### config.mk
export PLATFORM = sky130hd
export DESIGN_NAME = pr_host_seq
export DESIGN_NICKNAME = d
export VERILOG_FILES = /design/src/rtl/pr_seq_pkg.sv /design/src/rtl/pr_sync.sv /design/src/rtl/pr_gap_timer.sv /design/src/rtl/pr_wait_timer.sv /design/src/rtl/pr_host_seq.sv
export SDC_FILE = /design/constraint.sdc
export NUM_CORES = 1
export LEC_CHECK = 0
export ABC_CLOCK_PERIOD_IN_PS = 2300
export BUFFER_PORTS_ARGS = -buffer_cell sky130_fd_sc_hd__buf_4
export CAP_MARGIN = 20
export CORE_MARGIN = 4
export CORE_UTILIZATION = 48
export CTS_CLUSTER_DIAMETER = 30
export CTS_CLUSTER_SIZE = 12
export DETAILED_ROUTE_END_ITERATION = 12
export PLACE_DENSITY = 0.76
export SETUP_SLACK_MARGIN = 0.15
export SYNTH_ARGS = -nofsm -noshare
export SYNTH_HDL_FRONTEND = slang
export SYNTH_SLANG_ARGS = --single-unit
### constraint.sdc
create_clock -name clk_i -period 2.3 [get_ports clk_i]
set_clock_uncertainty 0.15 [all_clocks]
set_input_delay 0.23 -clock clk_i [delete_from_list [all_inputs] [get_ports clk_i]]
set_output_delay 0.23 -clock clk_i [all_outputs]
set_load 0.1 [all_outputs]
### src/rtl/pr_seq_pkg.sv
package pr_seq_pkg;
  typedef enum logic [2:0] {
    S_IDLE, S_REQ, S_STREAM, S_FLUSH, S_DONE_WAIT, S_ERR_HOLD, S_ERR_CLR, S_WITHDRAW
  } state_e;

  typedef enum logic [1:0] {
    C_ABORT = 2'b00,
    C_CRC   = 2'b01,
    C_PRERR = 2'b10,
    C_TMO   = 2'b11
  } cause_e;
endpackage

### src/rtl/pr_sync.sv
module pr_sync #(
  parameter int W      = 4,
  parameter int STAGES = 2
) (
  input  logic         clk_i,
  input  logic         rst_ni,
  input  logic [W-1:0] d_i,
  output logic [W-1:0] q_o
);
  for (genvar b = 0; b < W; b++) begin : g_bit
    logic [STAGES-1:0] chain_q;
    always_ff @(posedge clk_i or negedge rst_ni) begin
      if (!rst_ni) chain_q <= '0;
      else         chain_q <= {chain_q[STAGES-2:0], d_i[b]};
    end
    assign q_o[b] = chain_q[STAGES-1];
  end
endmodule

### src/rtl/pr_gap_timer.sv
module pr_gap_timer #(
  parameter int GAP = 10
) (
  input  logic clk_i,
  input  logic rst_ni,
  input  logic req_i,
  output logic gap_ok_o
);
  localparam int CW = $clog2(GAP + 1);
  localparam logic [CW-1:0] GapVal = CW'(GAP);

  logic [CW-1:0] cnt_q;

  always_ff @(posedge clk_i or negedge rst_ni) begin
    if (!rst_ni)              cnt_q <= GapVal;
    else if (req_i)           cnt_q <= '0;
    else if (cnt_q != GapVal) cnt_q <= cnt_q + 1'b1;
  end

  assign gap_ok_o = (cnt_q == GapVal);
endmodule

### src/rtl/pr_wait_timer.sv
module pr_wait_timer #(
  parameter int TW = 16
) (
  input  logic          clk_i,
  input  logic          rst_ni,
  input  logic          en_i,
  input  logic          clr_i,
  input  logic [TW-1:0] lim_i,
  output logic          hit_o
);
  logic [TW-1:0] cnt_q;

  always_ff @(posedge clk_i or negedge rst_ni) begin
    if (!rst_ni)                     cnt_q <= '0;
    else if (clr_i)                  cnt_q <= '0;
    else if (en_i && cnt_q != '1)    cnt_q <= cnt_q + 1'b1;
  end

  assign hit_o = en_i && (lim_i != '0) && (cnt_q >= lim_i);
endmodule

### src/rtl/pr_host_seq.sv
module pr_host_seq
  import pr_seq_pkg::*;
#(
  parameter int DW  = 16,
  parameter int TW  = 16,
  parameter int GAP = 10
) (
  input  logic          clk_i,
  input  logic          rst_ni,
  input  logic          start_i,
  input  logic          abort_i,
  input  logic [TW-1:0] timeout_lim_i,
  input  logic [DW-1:0] src_data_i,
  input  logic          src_valid_i,
  input  logic          src_last_i,
  output logic          src_ready_o,
  output logic          ctl_req_o,
  output logic [DW-1:0] ctl_data_o,
  output logic          ctl_data_vld_o,
  input  logic          ctl_ready_i,
  input  logic          ctl_done_i,
  input  logic          ctl_err_i,
  input  logic          ctl_crc_err_i,
  output logic          busy_o,
  output logic          ok_o,
  output logic          fail_o,
  output logic [1:0]    fail_cause_o
);
  localparam int NSYNC = 4;

  state_e state_q, state_d;
  logic [NSYNC-1:0] async_in, async_s;
  logic rdy_s, done_s, err_s, crc_s;
  logic gap_ok, tmo_hit, tmo_en;
  logic ok_d, fail_d;
  cause_e cause_d;
  logic in_session, take;
  logic req_q;

  assign async_in = {ctl_crc_err_i, ctl_err_i, ctl_done_i, ctl_ready_i};

  pr_sync #(.W(NSYNC), .STAGES(2)) u_sync (
    .clk_i (clk_i),
    .rst_ni(rst_ni),
    .d_i   (async_in),
    .q_o   (async_s)
  );

  assign {crc_s, err_s, done_s, rdy_s} = async_s;

  pr_gap_timer #(.GAP(GAP)) u_gap (
    .clk_i   (clk_i),
    .rst_ni  (rst_ni),
    .req_i   (req_q),
    .gap_ok_o(gap_ok)
  );

  assign tmo_en = (state_q == S_REQ) || (state_q == S_FLUSH);

  pr_wait_timer #(.TW(TW)) u_tmo (
    .clk_i (clk_i),
    .rst_ni(rst_ni),
    .en_i  (tmo_en),
    .clr_i (state_d != state_q),
    .lim_i (timeout_lim_i),
    .hit_o (tmo_hit)
  );

  assign in_session = (state_q == S_REQ) || (state_q == S_STREAM) || (state_q == S_FLUSH);
  assign src_ready_o = (state_q == S_STREAM);
  assign take = src_ready_o && src_valid_i;

  // priority: controller error > timeout > abort > progress
  always_comb begin
    state_d = state_q;
    ok_d    = 1'b0;
    fail_d  = 1'b0;
    cause_d = C_ABORT;
    unique case (state_q)
      S_IDLE: if (start_i && gap_ok) state_d = S_REQ;
      S_REQ, S_STREAM, S_FLUSH: begin
        if (crc_s || err_s) begin
          fail_d  = 1'b1;
          cause_d = crc_s ? C_CRC : C_PRERR;
          state_d = S_ERR_HOLD;
        end else if (tmo_hit) begin
          fail_d  = 1'b1;
          cause_d = C_TMO;
          state_d = S_WITHDRAW;
        end else if (abort_i) begin
          fail_d  = 1'b1;
          cause_d = C_ABORT;
          state_d = S_WITHDRAW;
        end else begin
          unique case (state_q)
            S_REQ:    if (rdy_s) state_d = S_STREAM;
            S_STREAM: if (take && src_last_i) state_d = S_FLUSH;
            default: if (done_s) begin
              ok_d    = 1'b1;
              state_d = S_DONE_WAIT;
            end
          endcase
        end
      end
      S_DONE_WAIT: if (!done_s) state_d = S_IDLE;
      S_ERR_HOLD:  if (!rdy_s) state_d = S_ERR_CLR;
      S_ERR_CLR:   if (!err_s && !crc_s) state_d = S_IDLE;
      S_WITHDRAW:  if (!rdy_s) state_d = S_IDLE;
      default:     state_d = S_IDLE;
    endcase
  end

  always_ff @(posedge clk_i or negedge rst_ni) begin
    if (!rst_ni) begin
      state_q        <= S_IDLE;
      req_q          <= 1'b0;
      ok_o           <= 1'b0;
      fail_o         <= 1'b0;
      fail_cause_o   <= 2'b00;
      ctl_data_o     <= '0;
      ctl_data_vld_o <= 1'b0;
    end else begin
      state_q        <= state_d;
      req_q          <= (state_d == S_REQ) || (state_d == S_STREAM) ||
                        (state_d == S_FLUSH) || (state_d == S_ERR_HOLD);
      ok_o           <= ok_d;
      fail_o         <= fail_d;
      fail_cause_o   <= fail_d ? cause_d : 2'b00;
      ctl_data_o     <= take ? src_data_i : '0;
      ctl_data_vld_o <= take;
    end
  end

  assign ctl_req_o = req_q;
  assign busy_o    = (state_q != S_IDLE);

  logic unused_in_session;
  assign unused_in_session = in_session;
endmodule

# --- Yosys cells after proc, flatten, opt, wreduce, memory -nomap -nowiden ---
# Index checks and enable logic that the tools add are counted.
totals:
  out_inout_bits: 24
  regBits: 53
  input_bits: 42
classes:
  reduce_logical: 21
  order_cmp: 1
  mux: 33
  n_eq_ne: 15
  addsub: 2
ops:
  columns: ["operator", "count"]
  rows:
  - ["16-bit 2-to-1 mux", 3]
  - ["3-bit 2-to-1 mux", 11]
  - ["3-bit one-hot mux with 6 select lines", 1]
  - ["16-bit by 1-bit adder with 16-bit output, second input constant", 1]
  - ["16-bit greater-or-equal comparator", 1]
  - ["16-bit != test, second input constant", 1]
  - ["16-bit nonzero test", 1]
  - ["3-bit == test, second input constant", 5]
  - ["3-bit by 2-bit == test with 1-bit output, second input constant", 4]
  - ["1-bit 2-to-1 mux", 10]
  - ["2-bit 2-to-1 mux", 5]
  - ["4-bit 2-to-1 mux", 2]
  - ["1-bit logical AND", 7]
  - ["3-bit by 1-bit == test with 1-bit output, second input constant", 2]
  - ["3-bit one-hot mux with 2 select lines", 1]
  - ["1-bit logical OR", 5]
  - ["4-bit by 1-bit adder with 4-bit output, second input constant", 1]
  - ["4-bit == test, second input constant", 1]
  - ["4-bit != test, second input constant", 1]
  - ["2-bit nonzero test", 2]
  - ["3-bit zero test", 1]
  - ["3-bit != test", 1]
  - ["3-bit nonzero test", 1]
  - ["3-bit OR reduction", 1]
  - ["2 further kinds", 3]

# --- Longest topological paths before layout ---
depth:
  word_depth: 13
  ltp_mapped: 9
  mapped_depth_nobuf: 8

# --- Hierarchy ---
# From an unflattened synthesis, not the netlist that was laid out.
hier_totals:
  hier_cells: 279
  hier_area_um2: 2855.2
modules_own_cells:
  columns: ["module", "cells_per_inst", "area_each_um2", "instances", "seq_area_each_um2"]
  rows:
  - ["pr_wait_timer", 149, 1336.3, 1, 400.4]
  - ["pr_host_seq", 97, 1063.5, 1, 625.6]
  - ["pr_sync", 12, 230.2, 1, 200.2]
  - ["pr_gap_timer", 21, 225.2, 1, 102.6]

# --- Least setup slack after synthesis ---
# OpenSTA, ideal clock, no wires.
synth_timing:
  path_type: "reg2out"
  startpoint: "register state_q[1]"
  endpoint: "output src_ready_o"
  arrival_time_ns: 2.163
  required_ns: 1.920
  path_buffers: 1
  stages_incl_launch_ff: 4
  path_slack_ns: -0.243
  path_cell_list: "dfrtp_1 > clkbuf_1 > and2b_1 > nor2b_1"
synth_between:
  elab_chain_len: 1
synth_lines:
  columns: ["item", "line", "source"]
  rows:
  - ["start, declared", "pr_host_seq.sv:31", "state_e state_q, state_d;"]
  - ["start signal, assigned", "pr_host_seq.sv:123", "state_q <= state_d;"]
  - ["3-bit by 2-bit == test with 1-bit output", "pr_host_seq.sv:70", "assign src_ready_o = (state_q == S_STREAM);"]
  - ["end, declared", "pr_host_seq.sv:16", "output logic src_ready_o,"]
# Every way passes these cells.

# --- Final worst setup path ---
layout_timing:
  startpoint: "register u_sync.g_bit[3].chain_q[1]"
  endpoint: "register u_tmo.cnt_q[1]"
layout_between:
  elab_chain_len: 6
layout_lines:
  columns: ["item", "line", "source"]
  rows:
  - ["start, declared", "pr_sync.sv:11", "logic [STAGES-1:0] chain_q;"]
  - ["start signal, assigned", "pr_sync.sv:14", "else chain_q <= {chain_q[STAGES-2:0], d_i[b]};"]
  - ["1-bit zero test", "pr_host_seq.sv:107", "S_ERR_CLR: if (!err_s && !crc_s) state_d = S_IDLE;"]
  - ["1-bit logical AND", "pr_host_seq.sv:107", null]
  - ["3-bit 2-to-1 mux", "pr_host_seq.sv:107", null]
  - ["3-bit one-hot mux with 6 select lines *", "pr_host_seq.sv:79", "unique case (state_q)"]
  - ["3-bit != test *", "pr_host_seq.sv:64", ".clr_i (state_d != state_q),"]
  - ["16-bit 2-to-1 mux / 2-bit nonzero test (equally long branches)", null, null]
  - ["end signal, assigned", "pr_wait_timer.sv:16", "else if (en_i && cnt_q != '1) cnt_q <= cnt_q + 1'b1;"]
  - ["end, declared", "pr_wait_timer.sv:11", "logic [TW-1:0] cnt_q;"]
# Every way passes the cells marked *; elsewhere a longest branch is shown, timed or not.
# A chain may end at the register's enable or synchronous reset.

==> out/results.tsv <==
metric	value	unit
sw power	0.00123	W
vias post-DR	2391	
DPL Wire Length	4.45	mm
GRT Residual Overflow	0	
synth top area cells	dfrtp_1 47%, ha_1 8.7%, nor2_1 4.5%, xor2_1 4.5%, and2_1 3.9%	
GP Congestion	0.913	
Starting Density	49.7	%
Leak Pwr	1.97	nW
Setup TNS Final	-0.852	ns
DP Worst Slack	-0.0702	ns
Placed Cells	417	
routed vias/inst	5.25	
yosys warns	0	
total of max-cap violations	0	
multi-input logic area	1460	um2
worst-path fanout max	8	
WL final	6.72	mm
nets@finish	443	
port bufs	65	
row count	27	
Hold Path Class	in -> reg	
clk sinks	53	
initial antenna violation count	0	
top cell type's share of synthesized area	46.7	%
Fill cells	399	
CP Launch Type	register	
Iter 0 DRT Violations	179	
I/O pins	66	
fin crit share	103	%
vias in the first global route	2544	
drt wl/cell	14.8	um
post-route insts no fill	455	
commonest non-fill, non-tap cells in the layout	92 x buf_4, 50 x dfrtp_1, 28 x nor2_1, 21 x dlygate4sd3_1, 19 x inv_1	
Synth cell types	45	
Tot GR Track Use	20.2	%
failing checks	negative setup slack	
Crit Path Class	reg -> reg	
WP data required	2.40	ns
Final setup viols	16	
largest net degree at the start of global routing	54	
H-tree depth reported by CTS	2	
Die Ht	83.5	um
Clock Tree Buf Depth	2	
core region area	5510	um2
P_int	0.00194	W
Max VDD drop	0.000637	V
DR pass1 iterations	4	
Comb pwr share	44.5	%
crit path time final	2.36	ns
# DRC	0	
first-pass GRT wire length	11.5	mm
EDFF count, synth	0	
final hold violation count	0	
arrival time worst endpoint	2.46	ns
worst setup margin	-0.0641	ns
sequential fraction of the synthesis area	48.6	%
# diodes	0	
switching share of power	38.9	%
Worst-Margin Slew	0.648	ns
Max Clk Rate	423	MHz
Sequential Power Share	35.6	%
Storage cell area	1330	um2
Worst-path clk slew	0.09	ns
commonest non-fill, non-tap cell in the layout	buf_4	
CTS Root Cell	clkbuf_8	
Hold WS	0.0891	ns
clk_lat worst skew	0.31	ns
Post-Syn Area per Cell	10.2	um2
number of buffers created by CTS	5	
die area	6970	um2
RSZ-0062 raised after global routing	yes	
post-route ant nets	0	
clock share of power	19.9	%
Pwr Density	795	nW/um2
Slew headroom	56.8	%
Pins Over Slew Limit	0	
status	complete, but fails checks	
synthesized area	2740	um2
CTS tree	done	
syn nets	330	
Async SR Flop Fraction	100	%
#FFs+latches synth	53	
Synth Flop Type	dfrtp_1	
leading area contributor after synthesis	dfrtp_1	
CP endpoint kind	register	
die width	83.5	um
fraction of layout cells with a size suffix above 1	34.5	%
P&R area growth vs syn	45.6	%
Post-Synthesis Cells	269	
==> registers in the layout, summed over array words and instances (netlist names) <==
| signal | flops |
|---|---|
| u_sync.g_bit.chain_q | 8 |
| u_gap.cnt_q | 4 |
| ctl_data_o | 16 |
| u_tmo.cnt_q | 16 |
| ctl_req_o | 1 |
| fail_cause_o | 2 |
| ok_o | 1 |
| state_q | 3 |
| ctl_data_vld_o | 1 |
| fail_o | 1 |
==> stage by stage <==
stage	power, W	util, %	area, um2
finish	0.00317	72.3	3980
global placement	0.00229	62.1	3420
CTS	0.00313	70.3	3870
detailed placement	0.00232	62.1	3420
floorplan	0.00200	-	2740
global route	0.00337	72.3	3980
==> metal layers <==
| metal | routed length [um] | part of all wire [%] | global-route usage [%] | vias up |
|---|---|---|---|---|
| li1 | - | - | - | 1166 |
| met1 | 2700 | 40 | 23.5 | 1144 |
| met2 | 3590 | 53 | 36.1 | 69 |
| met3 | 310 | 4.6 | 4.64 | 12 |
| met4 | 112 | 1.7 | 7.89 | 0 |
| met5 | 0 | 0 | 0 | - |
==> area by class of cell <==
class | instances | area share, %
repair buffers | 115 | 23.2
well taps | 72 | 2.26
inverters | 19 | 1.79
clock buffers | 5 | 1.73
clock inverters | 3 | 1.10
multi-input cells | 188 | 36.5
flip-flops and latches | 53 | 33.4
==> timing repair <==
| item | CTS | global route |
|---|---|---|
| hold endpoints to repair | 71 | 0 |
| gates resized for setup | 9 | 20 |
| endpoints found under the setup margin | 22 | 22 |
| hold buffers | 21 | 0 |
| setup buffers | 6 | 2 |
| pin swaps | 8 | 6 |
| cloned | 1 | 0 |
==> power groups by stage <==
stage / combinational, W / clock (W) / sequential, W
finish: 0.00141 / 0.000629 / 0.00113
CTS: 0.00135 / 0.000652 / 0.00113
detailed placement: 0.00118 / 0 / 0.00114
global route: 0.00153 / 0.000690 / 0.00115
global placement: 0.00115 / 0 / 0.00114
floorplan: 0.000638 / 0 / 0.00136
==> worst paths after layout <==
| path | slack (ns) | endpoint | cells after the start | startpoint |
|---|---|---|---|---|
| setup / recovery | -0.06 | u_tmo.cnt_q[1] | 6 | u_sync.g_bit[3].chain_q[1] |
| hold / removal | 0.09 | state_q[0] | 2 | abort_i |
| setup reg to reg | -0.06 | u_tmo.cnt_q[1] | 6 | u_sync.g_bit[3].chain_q[1] |
| hold reg to reg | 0.20 | u_sync.g_bit[0].chain_q[1] | 0 | u_sync.g_bit[0].chain_q[0] |
| max in group asynchronous | 1.20 | u_tmo.cnt_q[6] | 2 | rst_ni |
| min in group asynchronous | 0.32 | ok_o | 2 | rst_ni |
==> cells by family after synthesis <==
| logic type | after synthesis | synth area share (%) |
|---|---|---|
| compound gates | 39 | 10.2 |
| xor+xnor | 17 | 5.44 |
| fa+ha+maj | 19 | 8.69 |
| buf+inv | 29 | 4.80 |
| flops | 53 | 48.6 |
| mux | 5 | 1.92 |
| simple gates | 107 | 20.4 |
==> synth_stat cells (all sizes together) (2+ instances only) <==
master,n
xor2,14
buf,3
a31oi,3
a21boi,3
xnor2,3
or3,2
and2,17
o21ai,5
nor2,33
nand4,9
nor4,5
ha,19
a211oi,2
dfrtp,51
a311oi,2
and3,7
inv,19
nand3,6
a41oi,2
clkbuf,7
a21oi,12
mux2i,3
dfstp,2
nor2b,2
mux2,2
nand2b,5
nand2,13
nor3,2
==> critical path, cell delays in order (launching register included) <==
cell and delay (ns):
dfrtp_1 0.39, or2_4 0.25, mux2_4 0.27, a221o_1 0.32, or4_4 0.52, o22a_4 0.31, nor2_2 0.10
Power figures use the tool's default switching activity.
